===== config.mk =====
export PLATFORM = sky130hd
export DESIGN_NAME = addr_filter_cam
export DESIGN_NICKNAME = d
export VERILOG_FILES = /design/src/rtl/afc_pkg.sv /design/src/rtl/afc_load_seq.sv /design/src/rtl/afc_cam_store.sv /design/src/rtl/afc_classifier.sv /design/src/rtl/addr_filter_cam.sv
export SDC_FILE = /design/constraint.sdc
export NUM_CORES = 2
export LEC_CHECK = 0
export ABC_AREA = 1
export BUFFER_PORTS_ARGS = -buffer_cell sky130_fd_sc_hd__buf_2
export CORE_MARGIN = 3
export CORE_UTILIZATION = 35
export DETAILED_ROUTE_END_ITERATION = 8
export GPL_ROUTABILITY_DRIVEN = 1
export SLEW_MARGIN = 10
export SYNTH_ARGS = -nofsm -noshare
export SYNTH_HDL_FRONTEND = slang
export SYNTH_HIERARCHICAL = 1
export SYNTH_SLANG_ARGS = --single-unit

===== constraint.sdc =====
create_clock -name clk -period 3.4 [get_ports clk]
set_input_delay 0.68 -clock clk [delete_from_list [all_inputs] [get_ports clk]]
set_output_delay 0.68 -clock clk [all_outputs]
set_load 0.01 [all_outputs]

===== src/rtl/afc_pkg.sv =====
package afc_pkg;
  typedef enum logic [1:0] {
    CLS_REJECT  = 2'd0,
    CLS_UNICAST = 2'd1,
    CLS_MULTI   = 2'd2,
    CLS_BCAST   = 2'd3
  } afc_class_e;

  typedef enum logic [1:0] {
    SEQ_IDLE  = 2'd0,
    SEQ_ENTRY = 2'd1,
    SEQ_MASK  = 2'd2
  } afc_seq_e;

  localparam int STAT_MC_BIT = 8;
  localparam int STAT_BC_BIT = 7;
  localparam int DESC_WORDS  = 4;
endpackage


===== src/rtl/afc_load_seq.sv =====
module afc_load_seq #(
  parameter int N    = 16,
  parameter int WW   = 16,
  parameter int CNTW = 5,
  parameter int PW   = 16,
  parameter int IDXW = $clog2(N),
  parameter int PIW  = 2
) (
  input  logic            clk,
  input  logic            rst_n,
  input  logic            start,
  input  logic [CNTW-1:0] count_in,
  input  logic [PW-1:0]   ptr_in,
  input  logic            wide,
  input  logic            wd_valid,
  input  logic [WW-1:0]   wd_data,
  output logic            wd_ready,
  output logic            busy,
  output logic            done,
  output logic [PW-1:0]   desc_ptr,
  output logic            wr_en,
  output logic [IDXW-1:0] wr_idx,
  output logic [PIW-1:0]  wr_part,
  output logic [WW-1:0]   wr_data,
  output logic            mask_we,
  output logic [N-1:0]    mask_data
);
  import afc_pkg::*;

  localparam int SLOT_W     = $clog2(2 * DESC_WORDS);
  localparam int DESC_BYTES = DESC_WORDS * WW / 8;

  afc_seq_e          state_q;
  logic [SLOT_W-1:0] slot_q;
  logic [CNTW-1:0]   cnt_q;
  logic [IDXW-1:0]   idx_q;
  logic [PW-1:0]     ptr_q;
  logic              wide_q;
  logic              done_q;

  logic [1:0] lword;
  logic       lower_slot;
  logic       last_slot;
  logic       fire;

  always_comb begin
    lword      = wide_q ? slot_q[2:1] : slot_q[1:0];
    lower_slot = !wide_q || !slot_q[0];
    last_slot  = wide_q ? (slot_q == SLOT_W'(2 * DESC_WORDS - 1))
                        : (slot_q == SLOT_W'(DESC_WORDS - 1));
  end

  assign wd_ready  = (state_q != SEQ_IDLE);
  assign busy      = (state_q != SEQ_IDLE);
  assign fire      = wd_valid && wd_ready;
  assign done      = done_q;
  assign desc_ptr  = ptr_q;

  assign wr_en     = fire && (state_q == SEQ_ENTRY) && lower_slot && (lword != 2'd0);
  assign wr_idx    = idx_q;
  assign wr_part   = PIW'(lword - 2'd1);
  assign wr_data   = wd_data;
  assign mask_we   = fire && (state_q == SEQ_MASK) && lower_slot && (lword == 2'd0);
  assign mask_data = N'(wd_data);

  always_ff @(posedge clk or negedge rst_n) begin
    if (!rst_n) begin
      state_q <= SEQ_IDLE;
      slot_q  <= '0;
      cnt_q   <= '0;
      idx_q   <= '0;
      ptr_q   <= '0;
      wide_q  <= 1'b0;
      done_q  <= 1'b0;
    end else begin
      done_q <= 1'b0;
      case (state_q)
        SEQ_IDLE: begin
          if (start) begin
            cnt_q   <= count_in;
            ptr_q   <= ptr_in;
            wide_q  <= wide;
            idx_q   <= '0;
            slot_q  <= '0;
            state_q <= (count_in != '0) ? SEQ_ENTRY : SEQ_MASK;
          end
        end
        SEQ_ENTRY: begin
          if (fire) begin
            if (last_slot) begin
              slot_q <= '0;
              cnt_q  <= cnt_q - 1'b1;
              idx_q  <= idx_q + 1'b1;
              ptr_q  <= ptr_q + (wide_q ? PW'(2 * DESC_BYTES) : PW'(DESC_BYTES));
              if (cnt_q == CNTW'(1)) state_q <= SEQ_MASK;
            end else begin
              slot_q <= slot_q + 1'b1;
            end
          end
        end
        SEQ_MASK: begin
          if (fire) begin
            if (last_slot) begin
              state_q <= SEQ_IDLE;
              done_q  <= 1'b1;
            end else begin
              slot_q <= slot_q + 1'b1;
            end
          end
        end
        default: state_q <= SEQ_IDLE;
      endcase
    end
  end
endmodule


===== src/rtl/afc_cam_store.sv =====
module afc_cam_store #(
  parameter int N    = 16,
  parameter int AW   = 48,
  parameter int WW   = 16,
  parameter int IDXW = $clog2(N),
  parameter int PIW  = 2
) (
  input  logic            clk,
  input  logic            rst_n,
  input  logic            wr_en,
  input  logic [IDXW-1:0] wr_idx,
  input  logic [PIW-1:0]  wr_part,
  input  logic [WW-1:0]   wr_data,
  input  logic            mask_we,
  input  logic [N-1:0]    mask_data,
  input  logic [AW-1:0]   probe,
  input  logic [IDXW-1:0] rb_idx,
  output logic [N-1:0]    hit_vec,
  output logic [AW-1:0]   rb_entry
);
  localparam int PARTS = AW / WW;

  logic [WW-1:0] part_q [N][PARTS];
  logic [AW-1:0] entry  [N];
  logic [N-1:0]  en_q;

  always_ff @(posedge clk or negedge rst_n) begin
    if (!rst_n) en_q <= '0;
    else if (mask_we) en_q <= mask_data;
  end

  for (genvar e = 0; e < N; e++) begin : g_entry
    for (genvar p = 0; p < PARTS; p++) begin : g_part
      always_ff @(posedge clk or negedge rst_n) begin
        if (!rst_n) part_q[e][p] <= '0;
        else if (wr_en && wr_idx == IDXW'(e) && wr_part == PIW'(p))
          part_q[e][p] <= wr_data;
      end
      assign entry[e][p*WW +: WW] = part_q[e][p];
    end
    assign hit_vec[e] = en_q[e] && (entry[e] == probe);
  end

  assign rb_entry = entry[rb_idx];
endmodule


===== src/rtl/afc_classifier.sv =====
module afc_classifier #(
  parameter int N  = 16,
  parameter int AW = 48
) (
  input  logic                promisc,
  input  logic                allmulti,
  input  logic                bcast_en,
  input  logic [AW-1:0]       addr,
  input  logic [N-1:0]        hit_vec,
  output afc_pkg::afc_class_e kind
);
  import afc_pkg::*;

  logic group_bit;
  logic all_ones;

  assign group_bit = addr[0];
  assign all_ones  = &addr;

  always_comb begin
    if (promisc && !group_bit)       kind = CLS_UNICAST;
    else if (allmulti && group_bit)  kind = CLS_MULTI;
    else if (bcast_en && all_ones)   kind = CLS_BCAST;
    else if (|hit_vec)               kind = CLS_UNICAST;
    else                             kind = CLS_REJECT;
  end
endmodule


===== src/rtl/addr_filter_cam.sv =====
module addr_filter_cam #(
  parameter int N    = 16,
  parameter int AW   = 48,
  parameter int WW   = 16,
  parameter int CNTW = 5,
  parameter int PW   = 16,
  localparam int IDXW = $clog2(N),
  localparam int PIW  = $clog2(AW / WW)
) (
  input  logic            clk,
  input  logic            rst_n,
  input  logic            ctrl_in_reset,
  input  logic            wide_mode,
  input  logic            cfg_promisc,
  input  logic            cfg_allmulti,
  input  logic            cfg_bcast,
  input  logic            load_start,
  input  logic [WW-1:0]   load_count,
  input  logic [PW-1:0]   load_ptr,
  output logic [PW-1:0]   desc_ptr,
  output logic            load_busy,
  output logic            load_done,
  input  logic            wd_valid,
  output logic            wd_ready,
  input  logic [WW-1:0]   wd_data,
  input  logic            dst_valid,
  output logic            dst_ready,
  input  logic [AW-1:0]   dst_addr,
  output logic            res_valid,
  output logic [1:0]      res_kind,
  output logic [WW-1:0]   res_status,
  input  logic [IDXW-1:0] rb_sel,
  output logic [WW-1:0]   rb_word0,
  output logic [WW-1:0]   rb_word1,
  output logic [WW-1:0]   rb_word2
);
  import afc_pkg::*;

  localparam int PARTS = AW / WW;

  logic            wr_en;
  logic [IDXW-1:0] wr_idx;
  logic [PIW-1:0]  wr_part;
  logic [WW-1:0]   wr_data;
  logic            mask_we;
  logic [N-1:0]    mask_data;
  logic [N-1:0]    hit_vec;
  logic [AW-1:0]   rb_entry;
  logic [AW-1:0]   dst_q;
  logic            pend_q;
  afc_class_e      kind;
  logic [WW-1:0]   rb_part [PARTS];
  logic            unused_cnt_hi;

  assign unused_cnt_hi = ^load_count[WW-1:CNTW];

  afc_load_seq #(.N(N), .WW(WW), .CNTW(CNTW), .PW(PW), .IDXW(IDXW), .PIW(PIW)) u_seq (
    .clk       (clk),
    .rst_n     (rst_n),
    .start     (load_start),
    .count_in  (load_count[CNTW-1:0]),
    .ptr_in    (load_ptr),
    .wide      (wide_mode),
    .wd_valid  (wd_valid),
    .wd_data   (wd_data),
    .wd_ready  (wd_ready),
    .busy      (load_busy),
    .done      (load_done),
    .desc_ptr  (desc_ptr),
    .wr_en     (wr_en),
    .wr_idx    (wr_idx),
    .wr_part   (wr_part),
    .wr_data   (wr_data),
    .mask_we   (mask_we),
    .mask_data (mask_data)
  );

  afc_cam_store #(.N(N), .AW(AW), .WW(WW), .IDXW(IDXW), .PIW(PIW)) u_cam (
    .clk       (clk),
    .rst_n     (rst_n),
    .wr_en     (wr_en),
    .wr_idx    (wr_idx),
    .wr_part   (wr_part),
    .wr_data   (wr_data),
    .mask_we   (mask_we),
    .mask_data (mask_data),
    .probe     (dst_q),
    .rb_idx    (rb_sel),
    .hit_vec   (hit_vec),
    .rb_entry  (rb_entry)
  );

  afc_classifier #(.N(N), .AW(AW)) u_cls (
    .promisc  (cfg_promisc),
    .allmulti (cfg_allmulti),
    .bcast_en (cfg_bcast),
    .addr     (dst_q),
    .hit_vec  (hit_vec),
    .kind     (kind)
  );

  assign dst_ready = !load_busy;

  always_ff @(posedge clk or negedge rst_n) begin
    if (!rst_n) begin
      dst_q  <= '0;
      pend_q <= 1'b0;
    end else begin
      pend_q <= dst_valid && dst_ready;
      if (dst_valid && dst_ready) dst_q <= dst_addr;
    end
  end

  assign res_valid = pend_q;
  assign res_kind  = kind;

  always_comb begin
    res_status = '0;
    res_status[STAT_MC_BIT] = (kind == CLS_MULTI);
    res_status[STAT_BC_BIT] = (kind == CLS_BCAST);
  end

  for (genvar p = 0; p < PARTS; p++) begin : g_rb
    assign rb_part[p] = ctrl_in_reset ? rb_entry[p*WW +: WW] : '0;
  end

  assign rb_word0 = rb_part[0];
  assign rb_word1 = rb_part[1];
  assign rb_word2 = rb_part[2];
endmodule


==> results.json <==
{
  "final_util_pct": 42.49,
  "cp-start-kind": "flop",
  "synth_area_um2": 51380,
  "whs_ns": 0.1758,
  "stdcell_count": 9743,
  "setup_viol": 4,
  "finalMaxSlewViolations": 0,
  "drc": 0,
  "nets": 7871,
  "nFillCells": 15130,
  "synth_area_leaders": "dfrtp_1, nand2_1, o21ai_0",
  "worst_r2r_endpoint": "u_cam/entry[542]$_DFFE_PN0P_",
  "p_leak_nw": 28.05,
  "yosysSeqAreaShare_pct": 42.13,
  "grt_pass1_vias": 50120,
  "yosysMostFrequentCell": "nand2_1",
  "boundaryPins": 197,
  "antenna_found_initial": 18,
  "via_per_inst": 5.594,
  "rsz0062_at_grt": "yes",
  "final.setup.worst_slack_ns": -0.5323,
  "ys.warnings.count": 6,
  "whs_path_depth": 3,
  "dp_hpwl_mm": 183.1,
  "min_from": "dst_addr[10]",
  "peakVddDrop_mv": 0.5493,
  "worstSetupEndpointType": "output pin",
  "place_inst": 9500,
  "pre_cts_ws_ns": -0.2862,
  "grt-ovfl-total": 0,
  "synth_flop_cell": "dfrtp_1",
  "clkLatencyLatePin_ns": 0.75,
  "grt_max_degree": 85,
  "chipHeight_um": 389.1,
  "crit_type": "flop to output pin",
  "cts_max_level": 3,
  "status": "complete, but fails checks",
  "wl_per_cell_um": 26.36,
  "hold_viol": 0,
  "power_density_nw_per_um2": 713.6,
  "rr_worst_depth": 13,
  "fin_skew_ns": 0.04863,
  "layout-drive-gt1-share_pct": 13.15,
  "violations": "setup timing",
  "start_util_pct": 35.51,
  "portBuffers": 171,
  "row_count": 139,
  "fin_crit_sh_pct": 115.7,
  "final_area_um2": 61480,
  "routed_wl_mm": 256.8,
  "first_pass_iters": 6,
  "grt_pass1_wl_mm": 361.7,
  "slew_headroom_pct": 33.65,
  "gp_congestion": 1.015,
  "timing.final.crit_period_ns": 3.932,
  "root_buffer": "clkbuf_16",
  "tightestPinTransition_ns": 0.9952,
  "total_power_mw": 43.87,
  "cp.arrival_ns": 3.25,
  "cts_tree": "yes",
  "yosysTopAreaCell": "dfrtp_1",
  "worstPathMaxFanout": 6,
  "drv_cap": 0,
  "synth_edf_count": 0,
  "clkSlewWorstSetupHoldPaths_ns": 0.06,
  "postSynthAreaPerCell_um2": 6.815,
  "max_freq_mhz": 254.3,
  "synth_common_cells": "nand2_1, o21ai_0, dfrtp_1, nor2_1, inv_1",
  "synth_cell_type_count": 36,
  "synth_seq_cells": 865,
  "placedInstanceArea_um2": 56720,
  "core_um2": 144700,
  "tns_ns": -1.517,
  "drt-initial-drc-count": 7875,
  "hp-class": "primary input to flop",
  "die_x_um": 389.1,
  "cts_buffers": 106,
  "ant_nets": 0,
  "rrSetupSlack_ns": 0.38,
  "postSynth.asyncResetShare_pct": 100.0,
  "vias": 54510,
  "yosysTopAreaCellShare_pct": 42.13,
  "hold_path_end": "dst_q[10]$_DFFE_PN0P_",
  "cp.required_ns": 2.72,
  "r2r-start": "u_seq/wide_q$_DFFE_PN0P_",
  "track_usage_pct": 32.85,
  "die_area_um2": 151400,
  "synth_cells": 7539,
  "clkSinkCount": 865,
  "clk_path_buf_depth": 3,
  "syn2layout_area_growth_pct": 19.66
}
## cell families (layout without fill, tap and decap cells)
logic type / count (synthesis) / count (layout) / synth area share (%)
simple gates: 3410 / 3410 / 25.93
mux: 16 / 16 / 0.3507
compound gates: 1944 / 1944 / 19.64
fa+ha+maj: 12 / 12 / 0.3068
flops: 865 / 865 / 42.13
buf+inv: 1141 / 1424 / 9.086
other cells: 1 / 19 / 0.007299
xor+xnor: 150 / 150 / 2.557
## cell type report
class                           instances  area [um^2]  share of cell area, %
Multi-Input combinational cell       5546        25630                  41.69
Sequential cell                       865        21650                  35.22
Timing Repair Buffer                  678         6211                  10.10
Clock buffer                          156         3083                  5.015
Tap cell                             1903         2381                  3.873
Inverter                              552         2131                  3.466
Clock inverter                         38        376.6                 0.6126
Antenna cell                            5        12.51                0.02035
## critical path, cell delays in order (launching register included)
cell	delay [ns]
dfrtp_1	0.39
buf_12	0.15
inv_2	0.07
buf_12	0.12
buf_8	0.12
nand2_1	0.06
o21ai_2	0.06
nor2_1	0.05
nand2_1	0.13
nor2_2	0.07
nand3_2	0.11
nor2_1	0.06
nor2_1	0.18
nand2_1	0.12
a21oi_4	0.22
nand3_4	0.17
nor2_4	0.17
nor2_4	0.04
nand2_1	0.06
inv_1	0.03
buf_2	0.12
## what timing repair did
item	4_1_cts	5_1_grt
setup endpoints to repair	5	47
buffers inserted	32	13
endpoints found under the hold margin	31	0
hold buffers	1	0
pin swaps	40	36
cloned	3	4
resized for setup	153	107
## worst max-delay path by stage
| stage | startpoint | end | slack, ns | cells after the start |
|---|---|---|---|---|
| finish | dst_q[37]$_DFFE_PN0P_ | res_status[7] | -0.53 | 20 |
| global route | dst_q[46]$_DFFE_PN0P_ | res_status[7] | -0.60 | 18 |
| CTS | dst_q[9]$_DFFE_PN0P_ | res_status[7] | -0.49 | 18 |
| detailed placement | dst_q[37]$_DFFE_PN0P_ | res_status[7] | -0.29 | 20 |
| global placement | dst_q[37]$_DFFE_PN0P_ | res_status[7] | -0.30 | 20 |
| floorplan | dst_q[33]$_DFFE_PN0P_ | res_status[7] | 0.68 | 17 |
## registers in the layout, indices dropped and copies added, names as in the netlist
name            flops
dst_q              48
u_seq/slot_q        3
u_seq/cnt_q         5
u_cam/entry       768
res_valid           1
u_seq/done          1
u_cam/en_q         16
u_seq/state_q       2
u_seq/wide_q        1
u_seq/wr_idx        4
u_seq/desc_ptr     16
## cells in the final DEF, fill, tap and decap left out, types with 7 or more instances in the layout
master	synthesis	layout
nand3_1	355	342
buf_8	0	7
o211ai_1	141	141
nor2_1	663	605
conb_1	1	14
buf_4	63	377
nand2_1	2368	2333
o21ai_2	0	13
a21oi_1	220	219
dfrtp_1	865	859
nand2_2	1	31
mux2_2	16	16
nor2_2	2	49
buf_2	98	167
o21ai_0	1573	1530
nand4_1	9	9
buf_6	3	17
clkinvlp_4	0	11
clkbuf_16	0	112
clkbuf_8	0	21
nor2_4	0	11
clkinv_2	0	21
xnor2_1	50	50
ha_1	11	11
nand3_2	1	12
o21ai_1	7	36
clkbuf_1	392	28
inv_1	536	514
inv_2	5	17
xor2_1	100	97
buf_12	0	99
clkinv_1	10	7
## power breakdown
group          total [mW]  internal, mW  switching (mW)  leakage, nW
Clock                11.5          6.64            4.91         1.69
Sequential           12.3          11.2            1.01         11.9
Combinational        20.1          6.91            13.2         14.4
## per-layer routing
layer / routed length, um / vias to the layer above / GRT usage [%]
li1: - / 24640 / -
met1: 104700 / 26110 / 45.28
met2: 107100 / 3270 / 48.22
met3: 31660 / 479 / 8.265
met4: 13330 / 0 / 15.32
met5: 0 / - / 0
(Power assumes the default switching activity.)
